<file path="src/rtl/irqc_pkg.sv">
// Package: shared constants and types of the two-level interrupt aggregator.
// Assumes byte offsets that fit in the address width chosen at the top.
package irqc_pkg;

    // Register offsets; software decodes these, so they are fixed.
    localparam int unsigned LOC_STAT_OFS = 'h004;
    localparam int unsigned LOC_MASK_OFS = 'h008;
    localparam int unsigned GLB_STAT_OFS = 'h800;
    localparam int unsigned GLB_SEN_OFS  = 'h804;
    localparam int unsigned GLB_SIG_OFS  = 'h808;

    // Slot order inside every global register.
    typedef enum int unsigned {
        GSLOT_OWN  = 0,
        GSLOT_PEER = 1
    } gslot_e;

    // Register selected by a bus address.
    typedef enum logic [2:0] {
        SEL_NONE,
        SEL_LSTAT,
        SEL_LMASK,
        SEL_GSTAT,
        SEL_GSEN,
        SEL_GSIG
    } reg_sel_e;

endpackage

</file>
<file path="src/rtl/irqc_local_bank.sv">
// Local bank: latches source pulses into a sticky status register that is
// cleared by writing ones, holds the enable mask and forms the local request.
// Assumes sources are one-cycle pulses; a set in the clearing cycle wins.
module irqc_local_bank #(
    parameter int unsigned SRC_W    = 12,
    parameter logic [SRC_W-1:0] IMPL_MASK = 12'hF0F
) (
    input  logic             clk,
    input  logic             rst_n,
    input  logic [SRC_W-1:0] src_evt,
    input  logic [SRC_W-1:0] stat_clr,
    input  logic             mask_we,
    input  logic [SRC_W-1:0] mask_wdata,
    output logic [SRC_W-1:0] stat_q,
    output logic [SRC_W-1:0] mask_q,
    output logic             pend
);

    // Sticky status: clear by write-one, new events override the clear.
    always_ff @(posedge clk) begin
        if (!rst_n) begin
            stat_q <= '0;
        end else begin
            stat_q <= ((stat_q & ~stat_clr) | src_evt) & IMPL_MASK;
        end
    end

    // Enable mask: only implemented positions are stored.
    always_ff @(posedge clk) begin
        if (!rst_n) begin
            mask_q <= '0;
        end else if (mask_we) begin
            mask_q <= mask_wdata & IMPL_MASK;
        end
    end

    // Local request: any pending bit that is also enabled.
    always_comb begin
        pend = |(stat_q & mask_q);
    end

endmodule

</file>
<file path="src/rtl/irqc_global_bank.sv">
// Global bank: one sticky bit per controller slot, gated on entry by the
// status enable and on exit by the signal enable; drives the level line.
// Assumes set requests are levels sampled every cycle.
module irqc_global_bank #(
    parameter int unsigned NSLOT = 2
) (
    input  logic             clk,
    input  logic             rst_n,
    input  logic [NSLOT-1:0] set_req,
    input  logic [NSLOT-1:0] stat_clr,
    input  logic             sen_we,
    input  logic             sig_we,
    input  logic [NSLOT-1:0] wdata,
    output logic [NSLOT-1:0] gstat_q,
    output logic [NSLOT-1:0] gsen_q,
    output logic [NSLOT-1:0] gsig_q,
    output logic             irq
);

    // Per-slot sticky status; the set condition wins over a clear.
    for (genvar s = 0; s < NSLOT; s++) begin : g_slot
        always_ff @(posedge clk) begin
            if (!rst_n) begin
                gstat_q[s] <= 1'b0;
            end else begin
                gstat_q[s] <= (gstat_q[s] & ~stat_clr[s]) | (set_req[s] & gsen_q[s]);
            end
        end
    end

    // Status-enable and signal-enable registers.
    always_ff @(posedge clk) begin
        if (!rst_n) begin
            gsen_q <= '0;
            gsig_q <= '0;
        end else begin
            if (sen_we) gsen_q <= wdata;
            if (sig_we) gsig_q <= wdata;
        end
    end

    // Interrupt line: any latched slot whose signal enable is on.
    always_comb begin
        irq = |(gstat_q & gsig_q);
    end

endmodule

</file>
<file path="src/rtl/irqc_regif.sv">
// Register interface: decodes the bus address into write strobes and a
// registered read path with a one-cycle valid flag.
// Assumes at most one of write or read per cycle matters for a register.
module irqc_regif
    import irqc_pkg::*;
#(
    parameter int unsigned ADDR_W = 12,
    parameter int unsigned DATA_W = 32,
    parameter int unsigned SRC_W  = 12,
    parameter int unsigned NSLOT  = 2
) (
    input  logic              clk,
    input  logic              rst_n,
    input  logic              bus_wr,
    input  logic              bus_rd,
    input  logic [ADDR_W-1:0] bus_addr,
    input  logic [DATA_W-1:0] bus_wdata,
    input  logic [SRC_W-1:0]  lstat,
    input  logic [SRC_W-1:0]  lmask,
    input  logic [NSLOT-1:0]  gstat,
    input  logic [NSLOT-1:0]  gsen,
    input  logic [NSLOT-1:0]  gsig,
    output logic [SRC_W-1:0]  lstat_clr,
    output logic              lmask_we,
    output logic [SRC_W-1:0]  lmask_wdata,
    output logic [NSLOT-1:0]  gstat_clr,
    output logic              gsen_we,
    output logic              gsig_we,
    output logic [NSLOT-1:0]  g_wdata,
    output logic [DATA_W-1:0] bus_rdata,
    output logic              bus_rvalid
);

    localparam int unsigned LPAD = DATA_W - SRC_W;
    localparam int unsigned GPAD = DATA_W - NSLOT;

    reg_sel_e          sel;
    logic [DATA_W-1:0] rd_mux;
    logic              unused_wdata_hi;

    // Address decode into a register select.
    always_comb begin
        if (bus_addr == ADDR_W'(LOC_STAT_OFS))      sel = SEL_LSTAT;
        else if (bus_addr == ADDR_W'(LOC_MASK_OFS)) sel = SEL_LMASK;
        else if (bus_addr == ADDR_W'(GLB_STAT_OFS)) sel = SEL_GSTAT;
        else if (bus_addr == ADDR_W'(GLB_SEN_OFS))  sel = SEL_GSEN;
        else if (bus_addr == ADDR_W'(GLB_SIG_OFS))  sel = SEL_GSIG;
        else                                        sel = SEL_NONE;
    end

    // Write strobes and clear masks for the banks.
    always_comb begin
        lmask_wdata = bus_wdata[SRC_W-1:0];
        g_wdata     = bus_wdata[NSLOT-1:0];
        lstat_clr   = (bus_wr && sel == SEL_LSTAT) ? bus_wdata[SRC_W-1:0] : '0;
        gstat_clr   = (bus_wr && sel == SEL_GSTAT) ? bus_wdata[NSLOT-1:0] : '0;
        lmask_we    = bus_wr && (sel == SEL_LMASK);
        gsen_we     = bus_wr && (sel == SEL_GSEN);
        gsig_we     = bus_wr && (sel == SEL_GSIG);
    end

    assign unused_wdata_hi = ^bus_wdata[DATA_W-1:SRC_W];

    // Read multiplexer, zero-extended; unmapped offsets give zero.
    always_comb begin
        case (sel)
            SEL_LSTAT: rd_mux = {{LPAD{1'b0}}, lstat};
            SEL_LMASK: rd_mux = {{LPAD{1'b0}}, lmask};
            SEL_GSTAT: rd_mux = {{GPAD{1'b0}}, gstat};
            SEL_GSEN:  rd_mux = {{GPAD{1'b0}}, gsen};
            SEL_GSIG:  rd_mux = {{GPAD{1'b0}}, gsig};
            default:   rd_mux = '0;
        endcase
    end

    // Registered read data and its one-cycle valid flag.
    always_ff @(posedge clk) begin
        if (!rst_n) begin
            bus_rdata  <= '0;
            bus_rvalid <= 1'b0;
        end else begin
            bus_rvalid <= bus_rd;
            if (bus_rd) bus_rdata <= rd_mux;
        end
    end

endmodule

</file>
<file path="src/rtl/irqc_shared_top.sv">
// Top: two-level interrupt aggregator shared with a neighbouring controller.
// Local pending bits feed global slot 0, the peer request feeds slot 1.
// Assumes synchronous active-low reset and pulse-shaped local sources.
module irqc_shared_top
    import irqc_pkg::*;
#(
    parameter int unsigned ADDR_W = 12,
    parameter int unsigned DATA_W = 32,
    parameter int unsigned SRC_W  = 12,
    parameter logic [SRC_W-1:0] IMPL_MASK = 12'hF0F
) (
    input  logic              clk,
    input  logic              rst_n,
    input  logic [SRC_W-1:0]  src_evt,
    input  logic              peer_irq,
    input  logic              bus_wr,
    input  logic              bus_rd,
    input  logic [ADDR_W-1:0] bus_addr,
    input  logic [DATA_W-1:0] bus_wdata,
    output logic [DATA_W-1:0] bus_rdata,
    output logic              bus_rvalid,
    output logic              irq_out
);

    localparam int unsigned NSLOT = 2;

    logic [SRC_W-1:0] lstat_q, lmask_q, lstat_clr, lmask_wdata;
    logic             lmask_we, local_pend;
    logic [NSLOT-1:0] gstat_q, gsen_q, gsig_q, gstat_clr, g_wdata, g_set;
    logic             gsen_we, gsig_we;

    // Slot order of the global register: own request, then the peer's.
    always_comb begin
        g_set              = '0;
        g_set[GSLOT_OWN]   = local_pend;
        g_set[GSLOT_PEER]  = peer_irq;
    end

    irqc_regif #(
        .ADDR_W(ADDR_W), .DATA_W(DATA_W), .SRC_W(SRC_W), .NSLOT(NSLOT)
    ) u_regif (
        .clk(clk), .rst_n(rst_n),
        .bus_wr(bus_wr), .bus_rd(bus_rd), .bus_addr(bus_addr), .bus_wdata(bus_wdata),
        .lstat(lstat_q), .lmask(lmask_q), .gstat(gstat_q), .gsen(gsen_q), .gsig(gsig_q),
        .lstat_clr(lstat_clr), .lmask_we(lmask_we), .lmask_wdata(lmask_wdata),
        .gstat_clr(gstat_clr), .gsen_we(gsen_we), .gsig_we(gsig_we), .g_wdata(g_wdata),
        .bus_rdata(bus_rdata), .bus_rvalid(bus_rvalid)
    );

    irqc_local_bank #(
        .SRC_W(SRC_W), .IMPL_MASK(IMPL_MASK)
    ) u_local (
        .clk(clk), .rst_n(rst_n),
        .src_evt(src_evt), .stat_clr(lstat_clr),
        .mask_we(lmask_we), .mask_wdata(lmask_wdata),
        .stat_q(lstat_q), .mask_q(lmask_q), .pend(local_pend)
    );

    irqc_global_bank #(
        .NSLOT(NSLOT)
    ) u_global (
        .clk(clk), .rst_n(rst_n),
        .set_req(g_set), .stat_clr(gstat_clr),
        .sen_we(gsen_we), .sig_we(gsig_we), .wdata(g_wdata),
        .gstat_q(gstat_q), .gsen_q(gsen_q), .gsig_q(gsig_q), .irq(irq_out)
    );

endmodule

</file>
<file path="config.mk">
export PLATFORM = sky130hd
export DESIGN_NAME = irqc_shared_top
export DESIGN_NICKNAME = d
export VERILOG_FILES = /design/src/rtl/irqc_pkg.sv /design/src/rtl/irqc_local_bank.sv /design/src/rtl/irqc_global_bank.sv /design/src/rtl/irqc_regif.sv /design/src/rtl/irqc_shared_top.sv
export SDC_FILE = /design/constraint.sdc
export NUM_CORES = 1
export LEC_CHECK = 0
export CAP_MARGIN = 20
export CORE_MARGIN = 2
export CORE_UTILIZATION = 60
export CTS_BUF_LIST = sky130_fd_sc_hd__clkbuf_4 sky130_fd_sc_hd__clkbuf_8
export DETAILED_ROUTE_END_ITERATION = 7
export DONT_BUFFER_PORTS = 1
export PLACE_DENSITY = 0.76
export SYNTH_ARGS = -nofsm -noshare
export SYNTH_HDL_FRONTEND = slang
export SYNTH_SLANG_ARGS = --single-unit
</file>
<file path="constraint.sdc">
create_clock -name clk -period 3 [get_ports clk]
set_input_delay 0.15 -clock clk [delete_from_list [all_inputs] [get_ports clk]]
set_output_delay 0.15 -clock clk [all_outputs]
set_load 0.02 [all_outputs]
</file>
# Word level (Yosys, flattened, before mapping)
# Index checks and enable logic that the tools add are counted.
# word_totals
register_bits	59
input_bits	61
out_inout_bits	34
# classes
n_mux	8
n_reduce_logical	7
eq_ne	10
bitwise_logic	13
# op_table
cell	count
one-hot mux 12 bit (5 select lines)	1
equality test 12 bit (second input constant)	3
bitwise AND 12 bit	2
2-to-1 mux 3 bit	5
equality test 12 x 3 -> 1 bit (second input constant)	1
equality test 12 x 4 -> 1 bit (second input constant)	1
2-to-1 mux 12 bit	1
inverter 12 bit	1
bitwise OR 12 bit	1
OR reduction 12 bit	1
equality test 3 x 2 -> 1 bit (second input constant)	2
equality test 3 bit (second input constant)	2
logical AND 1 bit	5
bitwise AND 1 bit	4
equality test 3 x 1 -> 1 bit (second input constant)	1
bitwise AND 2 bit	1
2-to-1 mux 2 bit	1
inverter 1 bit	2
bitwise OR 1 bit	2
OR reduction 2 bit	1

# Logic depth before layout (Yosys ltp)
# logic_depth
depth_word	12
mapped_depth	6
ltp_nobuf	4

# Hierarchy
# A second synthesis with hierarchy kept.
# unflattened
cells_unflattened	255
hier_area_um2	2232.1
# by_module_without_submodules
mod	area_per_inst_um2	n_inst	cells_each
irqc_regif	1323.8	1	170
irqc_local_bank	679.4	1	64
irqc_global_bank	229.0	1	21

# Worst setup path before layout
# OpenSTA, ideal clock, no wires.
# synth_path
path_type	input to register
start	input port bus_addr[3]
end	register u_global.gstat_q[0]
required_time_ns	2.880
cell_stages	4
n_path_buf	1
setup_time_ns	0.120
setup_slack_ns	1.730
t_arrival_ns	1.151
path_cell_list	buf_4 or4b_2 o211ai_1 nand2_1
# synth_via
elab_chain_len	12
# synth_rtl
element	line_no	rtl
start, declared	irqc_shared_top.sv:18	input logic [ADDR_W-1:0] bus_addr,
equality test 12 bit	irqc_regif.sv:47	else if (bus_addr == ADDR_W'(GLB_SIG_OFS)) sel = SEL_GSIG;
2-to-1 mux 3 bit	irqc_regif.sv:47	
2-to-1 mux 3 bit	irqc_regif.sv:46	else if (bus_addr == ADDR_W'(GLB_SEN_OFS)) sel = SEL_GSEN;
2-to-1 mux 3 bit	irqc_regif.sv:45	else if (bus_addr == ADDR_W'(GLB_STAT_OFS)) sel = SEL_GSTAT;
2-to-1 mux 3 bit	irqc_regif.sv:44	else if (bus_addr == ADDR_W'(LOC_MASK_OFS)) sel = SEL_LMASK;
2-to-1 mux 3 bit (*)	irqc_regif.sv:43	if (bus_addr == ADDR_W'(LOC_STAT_OFS)) sel = SEL_LSTAT;
equality test 3 x 2 -> 1 bit (*)	irqc_regif.sv:56	gstat_clr = (bus_wr && sel == SEL_GSTAT) ? bus_wdata[NSLOT-1:0] : '0;
logical AND 1 bit (*)	irqc_regif.sv:56	
2-to-1 mux 2 bit (*)	irqc_regif.sv:56	
inverter 1 bit (*)	irqc_global_bank.sv:26	gstat_q[s] <= (gstat_q[s] & ~stat_clr[s]) | (set_req[s] & gsen_q[s]);
bitwise AND 1 bit (*)	irqc_global_bank.sv:26	
bitwise OR 1 bit (*)	irqc_global_bank.sv:26	
end signal, assigned by index	irqc_global_bank.sv:26	
end, declared	irqc_global_bank.sv:14	output logic [NSLOT-1:0] gstat_q,
# Every way passes the cells marked *; elsewhere a longest branch is shown, timed or not.
# A chain may end at the register's enable or synchronous reset.

==> metrics.md <==
| Metric | Value |
|---|---|
| Status | `finished, final reports clean` |
| Vias in the first global route | `1175` |
| Register Area | `approximately 620 um^2` |
| Worst-path clk slew | `0.10 ns` |
| DP Area | `roughly 1500 um^2` |
| Post-detailed-route count of antenna-violating nets | `0` |
| Vias | `1282` |
| Clock Skews | `0.0173 ns` |
| Max Freq | `around 600 MHz` |
| Die width | `around 57 um` |
| Sequential area share after synthesis | `37.4%` |
| Worst-case vdd ir drop | `471 uV` |
| Synthesized flop and latch total | `31` |
| Tightest Pin Transition | `about 0.67 ns` |
| Initial antenna violation count | `0` |
| Multi-input gate area | `approximately 850 um^2` |
| Die Ht | `approximately 57 um` |
| WL/cell | `roughly 15 um` |
| Clk buf depth | `2` |
| CP required | `approximately 3.3 ns` |
| # rows | `19` |
| Sum Neg Setup Slack | `0 ns` |
| Synth Area per Inst | `approximately 9.2 um^2` |
| Core ar. | `~2700 um^2` |
| First-pass GRT wire length | `around 5.6 mm` |
| Placed Cells incl. Taps | `201` |
| Largest net degree at the start of global routing | `16` |
| Most common cell after layout, fill and taps aside | `dfxtp_1` |
| Final nets | `roughly 260` |
| Synthesized instance count | `181` |
| Most frequent cells in the layout | `dfxtp_1, conb_1, dlygate4sd3_1` |
| RePlAce Congestion | `roughly 0.86` |
| Final Hold Vio Count | `0` |
| Type of origin of the critical path | `primary input` |
| Vias/cell | `approximately 5.6` |
| Leakage power | `0.741 nW` |
| Post-layout min period | `between 1.5 and 2 ns` |
| Final WL | `between 3 and 4 mm` |
| Cell Area, Synth | `roughly 1700 um^2` |
| Grt ovf | `0` |
| Max-slew violations | `0` |
| Pwr dens | `469 nW/um^2` |
| Layout cells sized above 1 | `approximately 11%` |
| Sink Count | `31` |
| Total track usage | `23.0%` |
| # diodes | `0` |
| CTS tree | `yes` |
| Boundary pin count | `95` |
| Postcts setup bufs | `0` |
| Number of max-cap violations | `0` |
| Iter 0 DRT Violations | `53` |
| First-pass DRT Iterations | `6` |
| # fillers | `between 200 and 250` |
| Distinct cells, synth | `39` |
| Max-slew headroom | `a little under three fifths` |
| Clk_lat worst skew | `between 0.3 and 0.4 ns` |
| H-tree depth | `2` |
| Crit-path max FO | `15` |
| Root buf cell | `clkbuf_4` |
| Drt drc | `0` |
| Synth Warn # | `0` |
| Crit Path Class | `primary input to flop` |
| Total CTS buffers | `5` |
| Finished Cell Area | `1830 um^2` |
| RSZ-0062 raised after global routing | `false` |
| Setup crit end kind | `flop` |
| Worst hold margin | `just under 0.009 ns` |
| Final setup vio count | `0` |
| Layout area overhead | `10.6%` |
| Dpl hpwl | `2.29 mm` |
| Final worst-path cycle share | `53.9%` |
| Initial Utilization | `61.7%` |
| Port Buf Inserts | `0` |
| Worst path arrival time | `about 1.9 ns` |
| Finished Layout Cells | `229` |
| HP Class | `primary input to flop` |
| Total die area | `3200 um^2` |
what timing repair did:
action,4_1_cts,5_1_grt
endpoints found under the hold margin,23,0
hold buffers,20,0
resized for setup,0,0
setup endpoints to repair,0,0
Yosys cell counts (all sizes together):
master	n	area [um^2]
dfxtp	31	621
clkbuf	3	11.3
a32oi	1	8.76
nor4bb	1	10.0
nand3	2	15.0
o211ai	1	7.51
or4b	1	10.0
nor4	2	27.5
a22o	2	17.5
and4	1	10.0
or3	1	11.3
conb	1	3.75
inv	9	33.8
o21ai	17	108
nor2b	15	93.8
nor3	3	20.0
nand4	3	18.8
mux2	1	11.3
and4b	3	31.3
a22oi	10	75.1
and3b	1	8.76
nor2	1	3.75
buf	31	225
nand2	12	45.0
a31oi	10	62.6
nand2b	1	6.26
a221o	1	10.0
a21oi	1	5.00
mux2i	13	130
and2	1	6.26
a32o	1	10.0
through the flow:
stage	total power, mW	setup slack [ns]	utilization, %
4_1_cts	0.858	1.38	68.2
2_1_floorplan	0.521	1.73	-
6_report	0.859	1.38	68.2
3_5_place_dp	0.494	1.50	57.6
3_3_place_gp	0.493	1.52	57.6
5_1_grt	0.888	1.28	68.2
cell type report:
cell class | instances | share of cell area, %
inverters | 9 | 1.84
clock buffers | 6 | 2.80
multi-input cells | 130 | 46.6
flip-flops and latches | 31 | 33.9
well taps | 31 | 2.12
clock inverters | 2 | 1.91
repair buffers | 20 | 10.9
registers in the layout (all words and copies together) (netlist names):
name / count
u_local.mask_q: 8
u_global.gstat_q: 2
u_global.gsig_q: 2
u_regif.bus_rdata: 8
u_local.stat_q: 8
u_regif.bus_rvalid: 1
u_global.gsen_q: 2
critical path, stage by stage:
cell and delay [ns]:
dlygate4sd3_1 0.85, and2_1 0.25, o21ai_0 0.09, or3_4 0.41, o21ai_2 0.14
layer usage:
metal / global-route usage [%] / share of wire [%] / vias to the layer above
met3: 8.06 / 5.2 / 5
met2: 35.5 / 48 / 49
met5: 0 / 0 / -
li1: - / - / 626
met1: 29.8 / 45 / 602
met4: 7.82 / 0.97 / 0
power by group:
group          internal, mW  switching [mW]  leakage [nW]
Combinational        0.0343          0.0522         0.441
Sequential            0.420         0.00731         0.253
Clock                 0.197           0.149        0.0482
Total                 0.651           0.208         0.741
worst paths after layout:
check	from	endpoint	slack, ns	cells past startpoint
worst max-delay path	rst_n	u_regif.bus_rdata[8]$_SDFFE_PN0P_	1.38	5
worst min-delay path	bus_wdata[0]	u_local.mask_q[0]$_SDFFE_PN0P_	0.009	2
worst max register to register	u_local.stat_q[11]$_SDFF_PN0_	u_local.stat_q[11]$_SDFF_PN0_	1.70	3
worst min register to register	u_global.gsen_q[0]$_SDFFE_PN0P_	u_global.gstat_q[0]$_SDFF_PN0_	0.47	2
cells by family (layout without fill, tap and decap cells):
kind of cell / count (synthesis) / in the layout / synth area share (%)
AOI/OAI and AO/OA: 44 / 44 / 18.3
and+or+nand+nor: 48 / 48 / 19.2
muxes: 14 / 14 / 8.53
DFF: 31 / 31 / 37.4
buffers and inverters: 43 / 37 / 16.3
other: 1 / 24 / 0.226
Note: power is estimated with default switching activity, not from simulation.
